**src/rtl/tmr_pkg.sv**
```systemverilog
package tmr_pkg;

    localparam int WORD_W   = 32;
    localparam int CNT_W    = 22;
    localparam int CNT_LSB  = 9;
    localparam int FLAG_BIT = 31;
    localparam int NUM_CH   = 2;
    localparam int CH_W     = (NUM_CH > 1) ? $clog2(NUM_CH) : 1;
    localparam int WIDX_W   = 3;
    localparam int ADDR_W   = 6;
    localparam int WIDX_LSB = 2;
    localparam int CH_LSB   = WIDX_LSB + WIDX_W;

    // slot order on the bus; the order is decoded by software
    typedef enum logic [WIDX_W-1:0] {
        SLOT_LIMIT    = 3'd0,
        SLOT_COUNT    = 3'd1,
        SLOT_LIMIT_NR = 3'd2,
        SLOT_IDLE     = 3'd3,
        SLOT_CTRL     = 3'd4
    } slot_e;

    typedef struct packed {
        logic             load_lim;
        logic             load_lim_nr;
        logic             load_ctrl;
        logic             ack_flag;
        logic [CNT_W-1:0] field;
        logic             ctrl_bit;
    } chan_cmd_t;

    typedef struct packed {
        logic             flag;
        logic [CNT_W-1:0] lim;
        logic [CNT_W-1:0] cnt;
    } chan_state_t;

    function automatic logic [WORD_W-1:0] place_field(input logic flag,
                                                      input logic [CNT_W-1:0] v);
        logic [WORD_W-1:0] w;
        w = '0;
        w[FLAG_BIT] = flag;
        w[CNT_LSB +: CNT_W] = v;
        return w;
    endfunction

    function automatic logic [CNT_W-1:0] take_field(input logic [WORD_W-1:0] w);
        return w[CNT_LSB +: CNT_W];
    endfunction

    // wrap when the next step would meet or pass an active limit
    function automatic logic reaches_limit(input logic [CNT_W-1:0] cnt,
                                           input logic [CNT_W-1:0] lim);
        return (lim >= CNT_W'(2)) &&
               (({1'b0, cnt} + (CNT_W+1)'(1)) >= {1'b0, lim});
    endfunction

endpackage

```
**src/rtl/tmr_bus_decode.sv**
```systemverilog
module tmr_bus_decode
    import tmr_pkg::*;
(
    input  logic                bus_sel,
    input  logic                bus_wr,
    input  logic [ADDR_W-1:0]   bus_addr,
    input  logic [WORD_W-1:0]   bus_wdata,
    output chan_cmd_t           cmd [NUM_CH],
    output logic [CH_W-1:0]     rd_ch,
    output slot_e               rd_slot,
    output logic                rd_active
);

    slot_e           slot;
    logic [CH_W-1:0] ch;
    logic            unused_bits;

    assign slot      = slot_e'(bus_addr[WIDX_LSB +: WIDX_W]);
    assign ch        = bus_addr[CH_LSB +: CH_W];
    assign rd_ch     = ch;
    assign rd_slot   = slot;
    assign rd_active = bus_sel && !bus_wr;

    assign unused_bits = ^{bus_addr[WIDX_LSB-1:0],
                           bus_wdata[WORD_W-1:CNT_LSB+CNT_W],
                           bus_wdata[CNT_LSB-1:1]};

    for (genvar c = 0; c < NUM_CH; c++) begin : g_ch
        logic hit;
        assign hit = bus_sel && (ch == CH_W'(c));
        always_comb begin
            cmd[c].load_lim    = hit &&  bus_wr && (slot == SLOT_LIMIT);
            cmd[c].load_lim_nr = hit &&  bus_wr && (slot == SLOT_LIMIT_NR);
            cmd[c].load_ctrl   = hit &&  bus_wr && (slot == SLOT_CTRL);
            cmd[c].ack_flag    = hit && !bus_wr && (slot == SLOT_LIMIT);
            cmd[c].field       = take_field(bus_wdata);
            cmd[c].ctrl_bit    = bus_wdata[0];
        end
    end

endmodule

```
**src/rtl/tmr_count_core.sv**
```systemverilog
module tmr_count_core
    import tmr_pkg::*;
(
    input  logic        clk,
    input  logic        rst,
    input  logic        step,
    input  chan_cmd_t   cmd,
    output chan_state_t st
);

    chan_state_t st_q;
    logic        wrap;

    assign wrap = step && reaches_limit(st_q.cnt, st_q.lim);
    assign st   = st_q;

    always_ff @(posedge clk) begin
        if (rst) begin
            st_q <= '0;
        end else if (cmd.load_lim) begin
            st_q.lim  <= cmd.field;
            st_q.cnt  <= CNT_W'(1);
            st_q.flag <= 1'b0;
        end else begin
            if (cmd.load_lim_nr) begin
                st_q.lim <= cmd.field;
            end
            if (step) begin
                st_q.cnt <= wrap ? CNT_W'(1) : st_q.cnt + CNT_W'(1);
            end
            if (wrap) begin
                st_q.flag <= 1'b1;
            end else if (cmd.ack_flag) begin
                st_q.flag <= 1'b0;
            end
        end
    end

endmodule

```
**src/rtl/tmr_channel.sv**
```systemverilog
module tmr_channel
    import tmr_pkg::*;
#(
    parameter bit USER_CTR = 1'b0
) (
    input  logic              clk,
    input  logic              rst,
    input  logic              tick,
    input  chan_cmd_t         cmd,
    input  slot_e             rd_slot,
    output logic [WORD_W-1:0] rdata,
    output logic              irq,
    output chan_state_t       st,
    output logic              ctrl
);

    logic ctrl_q;
    logic run;

    always_ff @(posedge clk) begin
        if (rst) begin
            ctrl_q <= 1'b0;
        end else if (cmd.load_ctrl) begin
            ctrl_q <= cmd.ctrl_bit;
        end
    end

    assign ctrl = ctrl_q;

    if (USER_CTR) begin : g_user
        assign run = ctrl_q;
        assign irq = 1'b0;
    end else begin : g_sys
        assign run = 1'b1;
        assign irq = st.flag && !ctrl_q;
    end

    tmr_count_core u_core (
        .clk  (clk),
        .rst  (rst),
        .step (tick && run),
        .cmd  (cmd),
        .st   (st)
    );

    always_comb begin
        unique case (rd_slot)
            SLOT_LIMIT, SLOT_LIMIT_NR: rdata = place_field(st.flag, st.lim);
            SLOT_COUNT:                rdata = place_field(st.flag, st.cnt);
            SLOT_CTRL:                 rdata = {{(WORD_W-1){1'b0}}, ctrl_q};
            default:                   rdata = '0;
        endcase
    end

endmodule

```
**src/rtl/limit_timer_pair.sv**
```systemverilog
module limit_timer_pair
    import tmr_pkg::*;
(
    input  logic                      clk,
    input  logic                      rst,
    input  logic                      tick,
    input  logic                      bus_sel,
    input  logic                      bus_wr,
    input  logic [tmr_pkg::ADDR_W-1:0] bus_addr,
    input  logic [31:0]               bus_wdata,
    output logic [31:0]               bus_rdata,
    output logic                      irq
);

    chan_cmd_t         cmd      [NUM_CH];
    chan_state_t       ch_st    [NUM_CH];
    logic [WORD_W-1:0] ch_rdata [NUM_CH];
    logic [NUM_CH-1:0] ch_irq;
    logic [NUM_CH-1:0] ch_ctrl;
    logic [CH_W-1:0]   rd_ch;
    slot_e             rd_slot;
    logic              rd_active;

    tmr_bus_decode u_dec (
        .bus_sel   (bus_sel),
        .bus_wr    (bus_wr),
        .bus_addr  (bus_addr),
        .bus_wdata (bus_wdata),
        .cmd       (cmd),
        .rd_ch     (rd_ch),
        .rd_slot   (rd_slot),
        .rd_active (rd_active)
    );

    // channel 0 interrupts; the others are gated user counters
    for (genvar c = 0; c < NUM_CH; c++) begin : g_chan
        tmr_channel #(.USER_CTR(c != 0)) u_chan (
            .clk     (clk),
            .rst     (rst),
            .tick    (tick),
            .cmd     (cmd[c]),
            .rd_slot (rd_slot),
            .rdata   (ch_rdata[c]),
            .irq     (ch_irq[c]),
            .st      (ch_st[c]),
            .ctrl    (ch_ctrl[c])
        );
    end

    assign bus_rdata = rd_active ? ch_rdata[rd_ch] : '0;
    assign irq       = |ch_irq;

endmodule

```
**config.mk**
```make
export PLATFORM = sky130hd
export DESIGN_NAME = limit_timer_pair
export DESIGN_NICKNAME = d
export VERILOG_FILES = /design/src/rtl/tmr_pkg.sv /design/src/rtl/tmr_bus_decode.sv /design/src/rtl/tmr_count_core.sv /design/src/rtl/tmr_channel.sv /design/src/rtl/limit_timer_pair.sv
export SDC_FILE = /design/constraint.sdc
export NUM_CORES = 1
export LEC_CHECK = 0
export BUFFER_PORTS_ARGS = -buffer_cell sky130_fd_sc_hd__buf_2
export CAP_MARGIN = 20
export CORE_ASPECT_RATIO = 0.9
export CORE_MARGIN = 2
export CORE_UTILIZATION = 39
export CTS_CLUSTER_DIAMETER = 120
export DETAILED_ROUTE_END_ITERATION = 10
export GPL_TIMING_DRIVEN = 0
export SYNTH_ARGS = -nofsm -noshare
export SYNTH_HDL_FRONTEND = slang
export SYNTH_SLANG_ARGS = --single-unit
```
**constraint.sdc**
```tcl
create_clock -name clk -period 6 [get_ports clk]
set_clock_uncertainty 0.1 [all_clocks]
set_input_delay 0.3 -clock clk [delete_from_list [all_inputs] [get_ports clk]]
set_output_delay 0.3 -clock clk [all_outputs]
set_load 0.005 [all_outputs]
```
Yosys cells after proc, flatten, opt, wreduce, memory -nomap -nowiden
Cells that the tools add are included.
{"block": "word_totals", "latchBits": 0, "mem_bits_rw": 0, "output_inout_bits": 33, "in_bits": 43, "rom_bits": 0, "n_memories": 0, "regBits": 92, "elab_cells": 75}
{"block": "classes", "magnitude_cmp": 5, "div": 0, "bitwise": 2, "reduce_logical": 33, "mux": 18, "n_eq_ne": 3, "n_shift": 0, "multipliers": 0, "n_addsub": 4}
{"cell": "$pmux 32 s3", "count": 2}
{"cell": "$mux 22", "count": 6}
{"cell": "$mux 32", "count": 4}
{"cell": "$mux 44", "count": 2}
{"cell": "$add 22x1->23 const B", "count": 2}
{"cell": "$ge 23x22->1", "count": 2}
{"cell": "$add 22x1->22 const B", "count": 2}
{"cell": "$ge 22x2->1 const B", "count": 2}
{"cell": "$logic_and 1x1->1", "count": 21}
{"cell": "$reduce_bool 2->1", "count": 6}
{"cell": "$reduce_or 2->1", "count": 3}
{"cell": "$mux 1", "count": 4}
{"cell": "$eq 3x1->1 const B", "count": 1}
{"cell": "$eq 3x2->1 const B", "count": 1}
{"cell": "$eq 3x3->1 const B", "count": 1}
{"cell": "$logic_not 3->1", "count": 1}
{"cell": "$ge 2x2->1 const B", "count": 1}
{"cell": "$logic_not 1->1", "count": 2}
{"cell": "$not 1->2", "count": 1}
{"cell": "$not 1->1", "count": 1}

Longest topological paths before layout
Gate-level depths: netlist of the first run.
{"block": "logic_depth", "depth_word": 7, "depth_mapped": 16, "mapped_depth_nobuf": 14}

Cells and area by module
From an unflattened synthesis of the first run, not the netlist that was laid out.
{"block": "unflattened", "cells_unflattened": 936, "area_unflattened_um2": 7547.2}
{"mod": "tmr_count_core (g_chan[1].u_chan.u_core)", "n_inst": 1, "area_each_um2": 2816.5, "cells_per_inst": 347, "seq_area_each_um2": 900.9}
{"mod": "tmr_count_core (g_chan[0].u_chan.u_core)", "n_inst": 1, "area_each_um2": 2771.4, "cells_per_inst": 358, "seq_area_each_um2": 900.9}
{"mod": "limit_timer_pair", "n_inst": 1, "area_each_um2": 609.3, "cells_per_inst": 72, "seq_area_each_um2": 0.0}
{"mod": "tmr_bus_decode", "n_inst": 1, "area_each_um2": 464.2, "cells_per_inst": 64, "seq_area_each_um2": 0.0}
{"mod": "tmr_channel (g_chan[1].u_chan)", "n_inst": 1, "area_each_um2": 446.7, "cells_per_inst": 48, "seq_area_each_um2": 20.0}
{"mod": "tmr_channel (g_chan[0].u_chan)", "n_inst": 1, "area_each_um2": 439.2, "cells_per_inst": 47, "seq_area_each_um2": 20.0}

Worst setup path before layout of the first run
No wires, ideal clock.
{"block": "synth_timing", "path_type": "register -> register", "start": "reg g_chan[1].u_chan.u_core.st_q (netlist bit g_chan[1].u_chan.u_core.st[0])", "end": "reg g_chan[1].u_chan.u_core.st_q (netlist bit g_chan[1].u_chan.u_core.st[0])", "t_arrival_ns": 2.989, "required_time_ns": 5.778, "period_less_slack_ns": 3.211, "setup_ns": 0.122, "slack_ns": 2.789, "path_buffers": 1, "path_stages_with_launch": 15, "cell_sequence": "dfxtp_1 > ha_1 > nand4_2 > nor4_4 > and3_1 > xnor2_1 > inv_1 > ha_1 > a21oi_1 > o21ai_0 > a211oi_1 > a2111o_1 > buf_2 > nand2_1 > o311a_1"}
{"block": "synth_between", "elab_chain_cells": 7, "word_cells_on_any_way": 8, "classes_between": "2 x add/sub; 1 x order compare; 3 x mux; 2 x reduce/logical"}
{"item": "start: declaration", "line_no": "tmr_count_core.sv:11", "source": "chan_state_t st_q;"}
{"item": "$add 22x1->23", "line_no": "tmr_pkg.sv:55", "source": "(({1'b0, cnt} + (CNT_W+1)'(1)) >= {1'b0, lim});"}
{"item": "$ge 23x22->1", "line_no": "tmr_pkg.sv:55"}
{"item": "$logic_and 1x1->1", "line_no": "tmr_pkg.sv:54", "source": "return (lim >= CNT_W'(2)) &&"}
{"item": "$logic_and 1x1->1", "line_no": "tmr_count_core.sv:14", "source": "assign wrap = step && reaches_limit(st_q.cnt, st_q.lim);"}
{"item": "$mux 22 (*)", "line_no": "tmr_count_core.sv:29", "source": "st_q.cnt <= wrap ? CNT_W'(1) : st_q.cnt + CNT_W'(1);"}
{"item": "$mux 22 (*)", "line_no": "tmr_count_core.sv:28", "source": "if (step) begin"}
{"item": "$mux 44 (*)", "line_no": "tmr_count_core.sv:20", "source": "end else if (cmd.load_lim) begin"}
Mark *: on every way between the ends. The rest lies on a longest branch, timed or not. The select of a mux whose other input is x is not followed.
A chain may end at the register's enable or synchronous reset.

Worst setup path after layout of the first run
{"block": "layout_timing", "start": "reg g_chan[1].u_chan.u_core.st_q (netlist bit g_chan[1].u_chan.u_core.st[0])", "end": "reg g_chan[1].u_chan.u_core.st_q (netlist bit g_chan[1].u_chan.u_core.st[2])"}
{"block": "layout_between", "elab_chain_cells": 5, "word_cells_on_any_way": 6, "classes_between": "2 x add/sub; 1 x order compare; 1 x mux; 2 x reduce/logical"}
{"item": "$add 22x1->23", "line_no": "tmr_pkg.sv:55"}
{"item": "$ge 23x22->1", "line_no": "tmr_pkg.sv:55"}
{"item": "$logic_and 1x1->1", "line_no": "tmr_pkg.sv:54"}
{"item": "$logic_and 1x1->1", "line_no": "tmr_count_core.sv:14"}
{"item": "$mux 22 (*)", "line_no": "tmr_count_core.sv:29"}
Mark *: on every way between the ends. The rest lies on a longest branch, timed or not.

==> results of run 1 <==
where the power goes:
group	leakage (nW)	switching [mW]	total, mW	internal [mW]
Sequential	0.742	0.00855	0.625	0.616
Combinational	2.25	0.134	0.202	0.0677
Clock	0.159	0.261	0.636	0.375
Total	3.16	0.404	1.46	1.06
logic make-up after synthesis:
kind of cell	Yosys count	share of synthesized area, %
multiplexers	24	3.57
AO/OA/AOI/OAI	247	22.7
XOR/XNOR	46	5.98
other	1	0.0557
flip-flops	92	27.4
buffers and inverters	129	8.57
AND/OR/NAND/NOR	313	23.2
adder cells (fa/ha/maj)	46	8.55
worst max-delay path, cell delays in order, from the launching register on:
cell      delay, ns
dfxtp_1        0.48
nand3_1        0.21
nor3_1         0.58
nand2_1        0.24
nor2_1         0.17
xnor2_1        0.16
inv_1          0.06
ha_1           0.31
nand4_1        0.12
nor3_1         0.30
o31ai_1        0.15
a2111o_1       0.42
buf_2          0.20
nand4_4        0.19
buf_6          0.18
o22ai_1        0.08
final timing paths:
kind	startpoint	to	slack, ns	cells past startpoint
setup / recovery	g_chan[1].u_chan.u_core.st[0]	g_chan[1].u_chan.u_core.st[2]	1.93	15
hold / removal	bus_wdata[17]	g_chan[0].u_chan.u_core.st[30]	0.09	3
setup reg to reg	g_chan[1].u_chan.u_core.st[0]	g_chan[1].u_chan.u_core.st[2]	1.93	15
hold reg to reg	g_chan[0].u_chan.ctrl	g_chan[0].u_chan.ctrl	0.40	2
cells in the mapped netlist (all sizes together):
cell / count
nor2: 23
o31ai: 6
nor4: 13
o32ai: 3
ha: 46
o211ai: 10
o22ai: 6
or2: 6
nand4: 15
conb: 1
buf: 27
inv: 63
and3: 43
o41ai: 1
a32oi: 5
a31oi: 1
o2111a: 1
nor3: 10
a31o: 3
o41a: 1
a21o: 2
clkbuf: 39
and2: 4
dfxtp: 92
xor2: 21
nand3: 16
a22oi: 1
a21oi: 121
or3: 3
or3b: 1
o31a: 1
nand2b: 1
o311a: 3
nor2b: 5
a311oi: 1
nand3b: 2
a41oi: 2
mux2i: 24
and4: 10
o21ai: 46
a211oi: 32
a2111o: 1
xnor2: 25
nand2: 161
routing by layer:
layer / vias up / part of all wire, %
li1: 3302 / -
met2: 211 / 43
met5: - / 0
met1: 3110 / 50
met4: 0 / 0.64
met3: 12 / 6.3
final cells by class:
cell class              instances  area (um^2)  share of cell area, %
repair buffers                 55          275                   3.61
multi-input cells             684         4340                   57.0
well taps                     211          264                   3.47
clock inverters                 5         75.1                  0.986
clock buffers                  11          243                   3.19
plain buffers                  66          340                   4.47
flip-flops and latches         92         1840                   24.2
inverters                      63          236                   3.10
registers in the layout, indices dropped and copies added, names as in the netlist:
| register | flops |
|---|---|
| g_chan.u_chan.u_core.st | 90 |
| g_chan.u_chan.ctrl | 2 |
==> flow_metrics.tcl, run 1 <==
set metrics [dict create \
    max_freq_ghz 0.246 \
    fin_crit_sh_pct 67.8 \
    startpoint_type "flop" \
    irDropWorstVdd_mv 0.142 \
    power.total_mw 1.46 \
    status "complete, no violations" \
    postPlaceCellArea_um2 7300 \
    grt_max_degree 15 \
    placed_cells 1171 \
    layout_setup_ws_ns 1.93 \
    ant_nets 0 \
    antenna_found_initial 0 \
    busiest_layer "met2" \
    n_antenna_cell 0 \
    drv_slew 0 \
    hold_violations 0 \
    max_slew_margin_pct 47.8 \
    cts_buffer_depth 2 \
    die_area_um2 18300 \
    p_leak_nw 3.16 \
    clkSlewWorstSetupHoldPaths_ns 0.07 \
    rsz0062_at_grt "false" \
    grt_use_total_pct 23.8 \
    cts-resized-gates 0 \
    ys_types 61 \
    crit_path_max_fanout 10 \
    worstSetupEndpointType "flop" \
    ys_ff_latch 92 \
    clkSinkCount 92 \
    hold_ws_ns 0.0904 \
    drv_cap 0 \
    layout_common_cells "161 x nand2_1, 121 x a21oi_1, 92 x dfxtp_1" \
    wl_per_cell_um 18.2 \
    ctsHoldBuffers 0 \
    critical_path_required_ns 6.14 \
    pre_cts_slack_ns 2.03 \
    criticalPathCategory "reg -> reg" \
    period_minus_slack_ns 4.07 \
    cts_tree "built" \
    io_buffers 55 \
    start_util_pct 39.9 \
    grt_pass1_wl_um 33600 \
    gr-usage-met2_pct 36.7 \
    place.gp.congestion 0.888 \
    root_buffer "clkbuf_16" \
    vias_per_cell 5.59 \
    final_common_cell "nand2_1" \
    area_delta_synth_final_pct 13.1 \
    ys_warn_count 0 \
    nNetsFinal 1060 \
    cts-buffers-inserted 9 \
    dr.pass1.iters 6 \
    final_cells 1187 \
    drive_gt1_share_pct 12.3 \
    die_h_um 129 \
    die_w_um 143 \
    vias 6635 \
    fin_util_pct 45.1 \
    use_met3_pct 4.06 \
    overflow 0 \
    synth_top_area_share_pct 27.4 \
    p_per_area_nw_per_um2 192 \
    avgSynthCellArea_um2 7.50 \
    io_pins 76 \
    postSynthCellCount 898 \
    core-area_um2 16900 \
    drt_iter0_markers 492 \
    final_design_area_no_fill_um2 7620 \
    clock_latency_ns 0.36 \
    drc_errors 0 \
    synthesis.area_um2 6730 \
    cp.arrival_ns 4.21 \
    setup_total_negative_slack_ns 0 \
    setup_viol 0 \
    finalWirelength_um 21600 \
    post_cts_buffers 0 \
    num-fill-cells 1812 \
    rows 45 \
    dpl.hpwl_um 17000 \
    grt_pass1_vias 6020 \
    use_met1_pct 35.5 \
    hp-class "in -> reg" \
    ys_seq_area_share_pct 27.4 \
    worst_slew_pin_slew_ns 0.783 \
    ys_top_cells_by_area "dfxtp_1 27%, a21oi_1 9.0%, nand2_1 9.0%" \
    h-tree-depth 3 \
    yosys.area.top_type "dfxtp_1" \
]
(Power assumes the default switching activity.)
==> inputs of run 2 (changes only) <==
==> constraint.sdc (replaced) <==
create_clock -name clk -period 3.9 [get_ports clk]
set_clock_uncertainty 0.1 [all_clocks]
set_input_delay 0.195 -clock clk [delete_from_list [all_inputs] [get_ports clk]]
set_output_delay 0.195 -clock clk [all_outputs]
set_load 0.005 [all_outputs]
==> flow_metrics.tcl, run 2 (synthesized netlist as in run 1, its figures left out) <==
set metrics [dict create \
    largest_register_ffs 90 \
    clkSinkCount 92 \
    dpl.hpwl_um 17000 \
    postPlaceCellArea_um2 7300 \
    irDropWorstVdd_mv 0.221 \
    setup_viol 0 \
    h-tree-depth 3 \
    failed_checks "hold timing" \
    crit_path_max_fanout 10 \
    p_leak_nw 3.27 \
    clkSlewWorstSetupHoldPaths_ns 0.07 \
    critical_path_required_ns 4.04 \
    grt_max_degree 15 \
    layout_common_cells "159 x nand2_1, 121 x a21oi_1, 88 x dfxtp_1" \
    drv_slew 0 \
    vias 6713 \
    vias_per_cell 5.55 \
    rsz0062_at_grt "false" \
    die_area_um2 18300 \
    crit_family "simple AND/OR/NAND/NOR gates" \
    p_per_area_nw_per_um2 288 \
    cp_cell_sequence "nand2_2 -> or3_1 -> nor3_2 -> nand2_1 -> xor2_1 -> inv_1 -> ha_1 -> nand4_1 -> nor4_1 -> nand2_1 -> a31o_1 -> buf_6 -> nand4_4 -> buf_8 -> o22ai_1" \
    grt_pass1_vias 6113 \
    hold_violations 1 \
    cts_buffer_depth 2 \
    cp.arrival_ns 3.84 \
    core-area_um2 16900 \
    dr.pass1.iters 8 \
    start_util_pct 39.9 \
    rows 45 \
    status "finished with violations" \
    hold_ws_ns -0.000348 \
    crit_buf_inv 3 \
    drt_iter0_markers 478 \
    antenna_found_initial 0 \
    num-fill-cells 1778 \
    area_delta_synth_final_pct 17.2 \
    cts-buffers-inserted 9 \
    root_buffer "clkbuf_16" \
    crit_top_cell "nand2_1" \
    hp-class "in -> reg" \
    ant_nets 0 \
    max_stage_delay_ns 0.50 \
    grt_use_total_pct 23.9 \
    max_freq_ghz 0.270 \
    seqCellArea_um2 1850 \
    startpoint_type "flop" \
    layout_setup_ws_ns 0.199 \
    drc_errors 0 \
    criticalPathCategory "reg -> reg" \
    cts_tree "built" \
    clock_latency_ns 0.36 \
    grt_pass1_wl_um 33800 \
    place.gp.congestion 0.888 \
    final_common_cell "nand2_1" \
    finalWirelength_um 21800 \
    worst_slew_pin_slew_ns 0.796 \
    drv_cap 0 \
    die_h_um 129 \
    multiInputGateArea_um2 4390 \
    io_pins 76 \
    max_slew_margin_pct 46.9 \
    final_design_area_no_fill_um2 7890 \
    pre_cts_slack_ns -0.0691 \
    io_buffers 55 \
    n_antenna_cell 0 \
    nNetsFinal 1082 \
    overflow 0 \
    fin_crit_sh_pct 94.9 \
    crit_slowest_cell "or3_1" \
    drive_gt1_share_pct 13.5 \
    period_minus_slack_ns 3.70 \
    wl_per_cell_um 18.0 \
    die_w_um 143 \
    worstSetupEndpointType "flop" \
]
==> run 2: routing by layer <==
metal | wire, um | global-route usage, %
met5 | 0 | 0
met3 | 1390 | 3.98
met1 | 10700 | 35.4
met2 | 9500 | 37.1
met4 | 224 | 4.02
==> run 2: final timing paths <==
path,startpoint,end,slack [ns],cells past startpoint
hold / removal,bus_wdata[10],g_chan[0].u_chan.u_core.st[23],-0.0003,3
setup reg to reg,g_chan[1].u_chan.u_core.st[6],g_chan[1].u_chan.u_core.st[2],0.20,15
setup / recovery,g_chan[1].u_chan.u_core.st[6],g_chan[1].u_chan.u_core.st[2],0.20,15
hold reg to reg,g_chan[0].u_chan.ctrl,g_chan[0].u_chan.ctrl,0.40,2
==> run 2: worst reg2reg max path, cell delays in order, from the launching register on <==
cell	delay, ns
dfxtp_1	0.46
nand2_2	0.17
or3_1	0.50
nor3_2	0.27
nand2_1	0.11
xor2_1	0.21
inv_1	0.07
ha_1	0.27
nand4_1	0.18
nor4_1	0.32
nand2_1	0.11
a31o_1	0.23
buf_6	0.14
nand4_4	0.18
buf_8	0.17
o22ai_1	0.08
==> run 2: final cells by class <==
cell class                 count  share of cell area, %
clock buffer                  11                   3.07
clock inverter                 5                  0.951
inverter                      63                   3.00
sequential                    92                   23.4
buffer                        65                   4.34
multi-input combinational    684                   55.6
tap                          211                   3.34
timing repair buffer          78                   6.31
==> run 2: power by group <==
group / internal, mW / total, mW / switching (mW)
clock: 0.577 / 0.984 / 0.407
combinational: 0.119 / 0.328 / 0.209
sequential: 0.948 / 0.961 / 0.0132
total: 1.64 / 2.27 / 0.630
==> run 2: what timing repair did <==
item / in CTS / in global routing
endpoints found under the hold margin: 30 / 0
endpoints found under the setup margin: 15 / 40
pin swaps: 1 / 2
cloned: 0 / 0
hold buffers: 20 / 0
resized for setup: 2 / 16
setup buffers: 0 / 3
==> run 2: stage by stage <==
| step | util [%] | cells | TNS (ns) | power (mW) | hold slack [ns] |
|---|---|---|---|---|---|
| finish | 46.7 | 1209 | 0 | 2.27 | -0.000348 |
| global route | 46.7 | 1209 | 0 | 2.35 | 0.00677 |
| CTS | 46.3 | 1207 | 0 | 2.28 | 0.000526 |
| detailed placement | 43.2 | 1171 | -0.545 | 1.29 | 0.357 |
| global placement | 43.2 | 1171 | -0.849 | 1.29 | 0.352 |
| floorplan | - | 905 | 0 | 1.18 | 0.231 |
